File: config.mk
export PLATFORM = sky130hd
export DESIGN_NAME = spi_xfer_engine
export DESIGN_NICKNAME = d
export VERILOG_FILES = /design/src/rtl/spi_eng_pkg.sv /design/src/rtl/spi_phase_ctrl.sv /design/src/rtl/spi_shifter.sv /design/src/rtl/spi_cs_drive.sv /design/src/rtl/spi_xfer_engine.sv
export SDC_FILE = /design/constraint.sdc
export NUM_CORES = 1
export LEC_CHECK = 0
export ABC_AREA = 1
export BUFFER_PORTS_ARGS = -buffer_cell sky130_fd_sc_hd__buf_2
export CAP_MARGIN = 15
export CORE_MARGIN = 1.5
export CORE_UTILIZATION = 55
export DETAILED_ROUTE_END_ITERATION = 12
export GPL_TIMING_DRIVEN = 0
export PLACE_DENSITY = 0.92
export SLEW_MARGIN = 20
export SYNTH_ARGS = -nofsm -noshare
export SYNTH_HDL_FRONTEND = slang
export SYNTH_SLANG_ARGS = --single-unit
File: constraint.sdc
create_clock -name clk -period 2.5 [get_ports clk]
set_clock_uncertainty 0.2 [all_clocks]
set_input_delay 0.375 -clock clk [delete_from_list [all_inputs] [get_ports clk]]
set_output_delay 0.375 -clock clk [all_outputs]
set_load 0.02 [all_outputs]
File: src/rtl/spi_eng_pkg.sv
package spi_eng_pkg;
  localparam int BYTE_W = 8;
  typedef logic [BYTE_W-1:0] byte_t;
  typedef enum logic {ST_IDLE = 1'b0, ST_RUN = 1'b1} eng_state_e;

  function automatic logic lead_bit(input byte_t d, input logic lsb);
    return lsb ? d[0] : d[BYTE_W-1];
  endfunction

  function automatic byte_t drop_lead(input byte_t d, input logic lsb);
    return lsb ? (d >> 1) : (d << 1);
  endfunction

  function automatic byte_t take_bit(input byte_t d, input logic b, input logic lsb);
    return lsb ? {b, d[BYTE_W-1:1]} : {d[BYTE_W-2:0], b};
  endfunction
endpackage

File: src/rtl/spi_phase_ctrl.sv
module spi_phase_ctrl
  import spi_eng_pkg::*;
#(
  parameter int LEN_W = 16
) (
  input  logic             clk,
  input  logic             rst_n,
  input  logic             enable,
  input  logic             soft_reset,
  input  logic             start,
  input  logic [LEN_W-1:0] burst_len,
  input  logic             tick,
  input  logic             cpol,
  input  logic             cpha,
  output logic             load,
  output logic             drive,
  output logic             sample,
  output logic             last_sample,
  output logic             sclk,
  output logic             busy,
  output logic             done
);
  localparam int PH_CNT  = 2 * BYTE_W;
  localparam int PH_W    = $clog2(PH_CNT);
  localparam logic [PH_W-1:0] PH_LAST = PH_W'(PH_CNT - 1);
  localparam logic [PH_W-1:0] PH_PREV = PH_W'(PH_CNT - 2);

  eng_state_e       state_q;
  logic [PH_W-1:0]  phase_q;
  logic [LEN_W-1:0] left_q;
  logic             sclk_q, done_q;

  logic halt, kick, run_tick, byte_end, more;

  assign halt     = !enable || soft_reset;
  assign kick     = !halt && (state_q == ST_IDLE) && start && (burst_len != '0);
  assign run_tick = !halt && (state_q == ST_RUN) && tick;
  assign byte_end = run_tick && (phase_q == PH_LAST);
  assign more     = left_q > LEN_W'(1);

  assign load        = kick || (byte_end && more);
  assign sample      = run_tick && (phase_q[0] == cpha);
  assign drive       = run_tick && (phase_q[0] != cpha);
  assign last_sample = sample && (phase_q >= PH_PREV);

  always_ff @(posedge clk or negedge rst_n) begin
    if (!rst_n) begin
      state_q <= ST_IDLE;
      phase_q <= '0;
      left_q  <= '0;
      sclk_q  <= 1'b0;
      done_q  <= 1'b0;
    end else if (halt) begin
      state_q <= ST_IDLE;
      phase_q <= '0;
      left_q  <= '0;
      sclk_q  <= cpol;
      done_q  <= 1'b0;
    end else begin
      done_q <= 1'b0;
      if (state_q == ST_IDLE) begin
        sclk_q <= cpol;
        if (kick) begin
          state_q <= ST_RUN;
          phase_q <= '0;
          left_q  <= burst_len;
        end
      end else if (run_tick) begin
        sclk_q <= ~sclk_q;
        if (byte_end) begin
          phase_q <= '0;
          if (more) begin
            left_q <= left_q - LEN_W'(1);
          end else begin
            left_q  <= '0;
            state_q <= ST_IDLE;
            done_q  <= 1'b1;
          end
        end else begin
          phase_q <= phase_q + PH_W'(1);
        end
      end
    end
  end

  assign sclk = sclk_q;
  assign busy = (state_q == ST_RUN);
  assign done = done_q;

  // done coincides with the fall of busy
  assert_done_at_end_R2: assert property (@(posedge clk) disable iff (!rst_n)
    done_q |-> (state_q == ST_IDLE) && $past(state_q == ST_RUN));

  // a zero-length start leaves the engine idle
  assert_zero_len_ignored_R1: assert property (@(posedge clk) disable iff (!rst_n)
    (start && state_q == ST_IDLE && burst_len == '0) |=> (state_q == ST_IDLE));

  // serial clock rests at its idle level between bursts
  assert_sclk_idle_R3: assert property (@(posedge clk) disable iff (!rst_n)
    ($past(rst_n) && state_q == ST_IDLE && $past(state_q == ST_IDLE) && $stable(cpol))
      |-> (sclk_q == cpol));

  // an abort never yields a completion pulse
  assert_abort_quiet_R10: assert property (@(posedge clk) disable iff (!rst_n)
    halt |=> (!done_q && state_q == ST_IDLE));
endmodule

File: src/rtl/spi_shifter.sv
module spi_shifter
  import spi_eng_pkg::*;
(
  input  logic  clk,
  input  logic  rst_n,
  input  logic  load,
  input  byte_t load_data,
  input  logic  drive,
  input  logic  sample,
  input  logic  last_sample,
  input  logic  cpha,
  input  logic  lsb_first,
  input  logic  miso,
  output logic  mosi,
  output byte_t rx_data,
  output logic  rx_valid
);
  byte_t tx_sh_q, rx_sh_q;
  logic  mosi_q, rx_valid_q;

  always_ff @(posedge clk or negedge rst_n) begin
    if (!rst_n) begin
      tx_sh_q <= '0;
      mosi_q  <= 1'b0;
    end else if (load) begin
      if (!cpha) begin
        mosi_q  <= lead_bit(load_data, lsb_first);
        tx_sh_q <= drop_lead(load_data, lsb_first);
      end else begin
        tx_sh_q <= load_data;
      end
    end else if (drive) begin
      mosi_q  <= lead_bit(tx_sh_q, lsb_first);
      tx_sh_q <= drop_lead(tx_sh_q, lsb_first);
    end
  end

  always_ff @(posedge clk or negedge rst_n) begin
    if (!rst_n) begin
      rx_sh_q    <= '0;
      rx_valid_q <= 1'b0;
    end else begin
      rx_valid_q <= last_sample;
      if (sample) begin
        rx_sh_q <= take_bit(rx_sh_q, miso, lsb_first);
      end
    end
  end

  assign mosi     = mosi_q;
  assign rx_data  = rx_sh_q;
  assign rx_valid = rx_valid_q;
endmodule

File: src/rtl/spi_cs_drive.sv
module spi_cs_drive #(
  parameter int CS_N  = 4,
  parameter int SEL_W = $clog2(CS_N)
) (
  input  logic             clk,
  input  logic             rst_n,
  input  logic [SEL_W-1:0] sel,
  input  logic             manual,
  input  logic             level,
  input  logic             active_low,
  input  logic             busy,
  output logic [CS_N-1:0]  cs_o
);
  logic idle_lvl;
  assign idle_lvl = active_low;

  for (genvar i = 0; i < CS_N; i++) begin : g_line
    logic hit;
    assign hit = (sel == SEL_W'(i));
    always_comb begin
      if (!hit)        cs_o[i] = idle_lvl;
      else if (manual) cs_o[i] = level;
      else             cs_o[i] = busy ? ~idle_lvl : idle_lvl;
    end
  end

  // at most one line differs from the idle level in automatic mode
  assert_one_select_R8: assert property (@(posedge clk) disable iff (!rst_n)
    !manual |-> $onehot0(cs_o ^ {CS_N{idle_lvl}}));
endmodule

File: src/rtl/spi_xfer_engine.sv
module spi_xfer_engine
  import spi_eng_pkg::*;
#(
  parameter int LEN_W = 16,
  parameter int CS_N  = 4,
  localparam int SEL_W = $clog2(CS_N)
) (
  input  logic              clk,
  input  logic              rst_n,
  input  logic              cfg_enable,
  input  logic              cfg_soft_reset,
  input  logic              cfg_start,
  input  logic              cfg_cpol,
  input  logic              cfg_cpha,
  input  logic              cfg_lsb_first,
  input  logic [SEL_W-1:0]  cfg_cs_sel,
  input  logic              cfg_cs_manual,
  input  logic              cfg_cs_level,
  input  logic              cfg_cs_active_low,
  input  logic [LEN_W-1:0]  cfg_burst_len,
  input  logic              sclk_tick,
  input  logic              miso,
  input  logic              tx_valid,
  input  logic [BYTE_W-1:0] tx_data,
  output logic              tx_ready,
  output logic              rx_valid,
  output logic [BYTE_W-1:0] rx_data,
  output logic              sclk,
  output logic              mosi,
  output logic [CS_N-1:0]   cs_out,
  output logic              busy,
  output logic              done
);
  logic  load, drive, sample, last_sample;
  byte_t load_data;

  assign load_data = tx_valid ? tx_data : '0;
  assign tx_ready  = load;

  spi_phase_ctrl #(.LEN_W(LEN_W)) u_ctrl (
    .clk(clk), .rst_n(rst_n), .enable(cfg_enable), .soft_reset(cfg_soft_reset),
    .start(cfg_start), .burst_len(cfg_burst_len), .tick(sclk_tick),
    .cpol(cfg_cpol), .cpha(cfg_cpha), .load(load), .drive(drive),
    .sample(sample), .last_sample(last_sample), .sclk(sclk), .busy(busy),
    .done(done)
  );

  spi_shifter u_shift (
    .clk(clk), .rst_n(rst_n), .load(load), .load_data(load_data),
    .drive(drive), .sample(sample), .last_sample(last_sample),
    .cpha(cfg_cpha), .lsb_first(cfg_lsb_first), .miso(miso),
    .mosi(mosi), .rx_data(rx_data), .rx_valid(rx_valid)
  );

  spi_cs_drive #(.CS_N(CS_N), .SEL_W(SEL_W)) u_cs (
    .clk(clk), .rst_n(rst_n), .sel(cfg_cs_sel), .manual(cfg_cs_manual),
    .level(cfg_cs_level), .active_low(cfg_cs_active_low), .busy(busy),
    .cs_o(cs_out)
  );

  // a receive push only follows a cycle spent inside a burst
  assert_push_in_burst_R7: assert property (@(posedge clk) disable iff (!rst_n)
    rx_valid |-> $past(busy));

  // transmit pops happen only when a byte begins, never twice in a row
  assert_pop_single_R6: assert property (@(posedge clk) disable iff (!rst_n)
    tx_ready |=> !tx_ready);
endmodule

==> run metrics <==
Core Area=about 5000 sq um; Worst Max-Slew Pin Slew=around 0.95 ns; setup TNS=0 ns; Mean Syn Cell Area=around 6.7 sq um; initial antenna violation count=0; Port Buffers=between 50 and 60; Starting Density=between 50 and 60%; Final Setup Violations=0; Yosys reg bits=41; fmax=approximately 0.42 GHz; crit-path max FO=10; die width=around 76 um; commonest non-fill, non-tap cell in the layout=nand2_1; gr usage total=25.96%; first-pass GRT wire length=12480 um; drt drc=0; clk sinks=slightly above 40; NumNets Final=543; io pins=between 50 and 60; CTS max path bufs=2; Final GP Congestion=a little over 0.9; Worst Path Required=~1.9 ns; Final min period=~2.4 ns; most frequent cells in the layout=165 x nand2_1, 59 x buf_2, 49 x nor2_1; count of final hold-check violations=0; mapped cell area=slightly below 3000 sq um; clock-pin slew on the worst setup and hold paths=~0.080 ns; Pwr per Cell Area=roughly 620 nW/um^2; Die Y=around 76 um; sequential fraction of the synthesis area=35.03%; P_leak=roughly 1.8 nW; CP arrival=1.81 ns; RSZ-0062 raised after global routing=no; Syn Inst Count=approximately 440; Vias=3124; Final Instance Area=roughly 3400 sq um; H-tree levels=2; Num CTS Buffers=5; Slew HR=a little over a third; syn nets=480; final wirelength=slightly above 7000 um; antenna cells=0; die area=5772 sq um; Worst setup SP type=flip-flop; Post-DRT Antenna Nets=0; Final Util=approximately two thirds; Final Slew Violations=0; clk root buf=clkbuf_8; routed len/inst=~13 um; DP Area=3297 sq um; share of layout cells above drive strength 1=between 10% and 20%; Detail Placement HPWL=between 5000 and 6000 um; CTS tree=yes; DRT Pass-1 Iters=5; Min-Delay Path Class=input port to asynchronous set/reset pin; status=finished, final reports clean; crit end category=primary output; drt via density=between 5 and 6; VDD IR max=between 0.3 and 0.4 mV; vias in the first global route=2987; # rows=26; # fillers=approximately 450; Synth Warn #=0; MaxCap Viol Count=0; GRT Residual Overflow=0; drt initial violations=approximately 280; Syn-to-layout area delta=16.36%; largest net degree at the start of global routing=between 40 and 50; clk_lat worst skew=approximately 0.29 ns; total power=between 2 and 2.5 mW; crit share post-route=95.46%; Synth cell types=35; WS Path Type=flip-flop to primary output; CTS Hold Bufs=0
[path summary, 6_finish.rpt]
path,to,start,slack (ns),cells after the start
worst max-delay path,tx_ready,u_ctrl.left_q[0]$_DFFE_PN0P_,0.11,11
worst min-delay path,u_ctrl.left_q[5]$_DFFE_PN0P_,rst_n,0.03,1
worst max register to register,u_ctrl.left_q[1]$_DFFE_PN0P_,u_ctrl.left_q[0]$_DFFE_PN0P_,0.54,13
worst min register to register,u_ctrl.sclk$_DFFE_PN0P_,u_ctrl.sclk$_DFFE_PN0P_,0.31,1
max in group asynchronous,u_ctrl.left_q[13]$_DFFE_PN0P_,rst_n,1.49,1
min in group clk,u_ctrl.sclk$_DFFE_PN0P_,cfg_cpol,0.12,3
[sequential cells by signal, indices dropped and copies added, names as in the netlist]
signal	flops
u_shift.mosi	1
u_ctrl.left_q	16
u_shift.tx_sh_q	8
u_shift.rx_valid	1
u_ctrl.done	1
u_ctrl.busy	1
u_ctrl.sclk	1
u_ctrl.phase_q	4
u_shift.rx_data	8
[cell type report]
cell class / count / area (sq um) / area share [%]
plain buffers: 13 / 86.33 / 2.533
clock buffers: 5 / 68.82 / 2.019
clock inverters: 2 / 35.03 / 1.028
inverters: 35 / 136.4 / 4.001
multi-input cells: 347 / 1688 / 49.52
flip-flops and latches: 41 / 1026 / 30.10
well taps: 70 / 87.58 / 2.570
repair buffers: 56 / 280.3 / 8.223
[kinds of logic (layout without fill, tap and decap cells)]
kind of cell,Yosys count,in the layout,share of synthesized area (%)
AO/OA/AOI/OAI,55,55,10.59
XOR/XNOR,9,9,2.948
adder cells (fa/ha/maj),4,4,1.709
buffers and inverters,48,111,7.603
flip-flops,41,41,35.03
AND/OR/NAND/NOR,279,279,42.12
[synthesized netlist by cell type]
cell | number | area, sq um
nand3_1 | 31 | 155.2
inv_2 | 4 | 15.01
nor2_4 | 4 | 45.04
o21ai_0 | 19 | 95.09
a31oi_1 | 6 | 37.54
nand2_1 | 166 | 623.1
nand4_1 | 13 | 81.33
clkinv_1 | 1 | 3.750
o21ai_1 | 10 | 50.05
nand2_2 | 4 | 25.02
inv_1 | 29 | 108.9
buf_6 | 3 | 33.78
clkbuf_1 | 4 | 15.01
o22ai_1 | 6 | 37.54
buf_2 | 3 | 15.01
or2_2 | 1 | 6.260
nor2_2 | 2 | 12.51
nand2_8 | 1 | 20.02
o221ai_1 | 2 | 17.52
a21oi_1 | 7 | 35.03
xor2_2 | 1 | 16.27
xnor2_1 | 5 | 43.79
ha_1 | 4 | 50.05
buf_4 | 3 | 22.52
nor2_1 | 50 | 187.7
nor3_1 | 1 | 5.000
o211ai_1 | 4 | 30.03
dfrtp_1 | 41 | 1026
nand3b_1 | 1 | 7.510
nand3_4 | 2 | 35.03
nor3b_1 | 1 | 7.510
o31ai_1 | 1 | 7.510
xor2_1 | 3 | 26.28
inv_6 | 1 | 8.760
nand2_4 | 2 | 22.52
[worst max-delay path, cell delays in order (launching register included)]
cell     delay, ns
dfrtp_1       0.41
inv_2         0.09
ha_2          0.20
inv_1         0.04
nand2_1       0.05
nand2_1       0.06
nor2_2        0.09
nand2_1       0.09
nand2_2       0.09
nand2_2       0.09
buf_6         0.15
buf_2         0.15
[where the power goes]
group | total (mW) | leakage [nW] | switching [mW] | internal [mW]
combinational | 0.726 | 1.20 | 0.466 | 0.260
sequential | 0.858 | 0.539 | 0.0943 | 0.763
clock | 0.527 | 0.0540 | 0.236 | 0.291
total | 2.11 | 1.79 | 0.796 | 1.31
[per-layer routing]
| layer | share of wire, % | up-vias | wire length (um) | global-route usage (%) |
|---|---|---|---|---|
| met4 | 0.83 | 0 | 60 | 8.704 |
| met2 | 50 | 109 | 3602 | 45.86 |
| met1 | 44 | 1466 | 3201 | 32.90 |
| li1 | - | 1542 | - | - |
| met3 | 5.5 | 7 | 402 | 3.353 |
| met5 | 0 | - | 0 | 0 |
[metrics by stage]
| step | hold WS (ns) | setup slack [ns] | std cells |
|---|---|---|---|
| finish | 0.03146 | 0.1136 | 569 |
| global route | 0.09675 | 0.0008864 | 569 |
| CTS | 0.05685 | 0.03765 | 569 |
| detailed placement | 0.2956 | 0.3629 | 562 |
| global placement | 0.2909 | 0.4023 | 562 |
| floorplan | -0.1206 | 0.6407 | 436 |
[timing repair]
| action | 4_1_cts | 5_1_grt |
|---|---|---|
| setup buffers | 0 | 0 |
| setup endpoints to repair | 0 | 1 |
| resized for setup | 0 | 5 |
No activity file was read; power rests on OpenSTA's default activity.
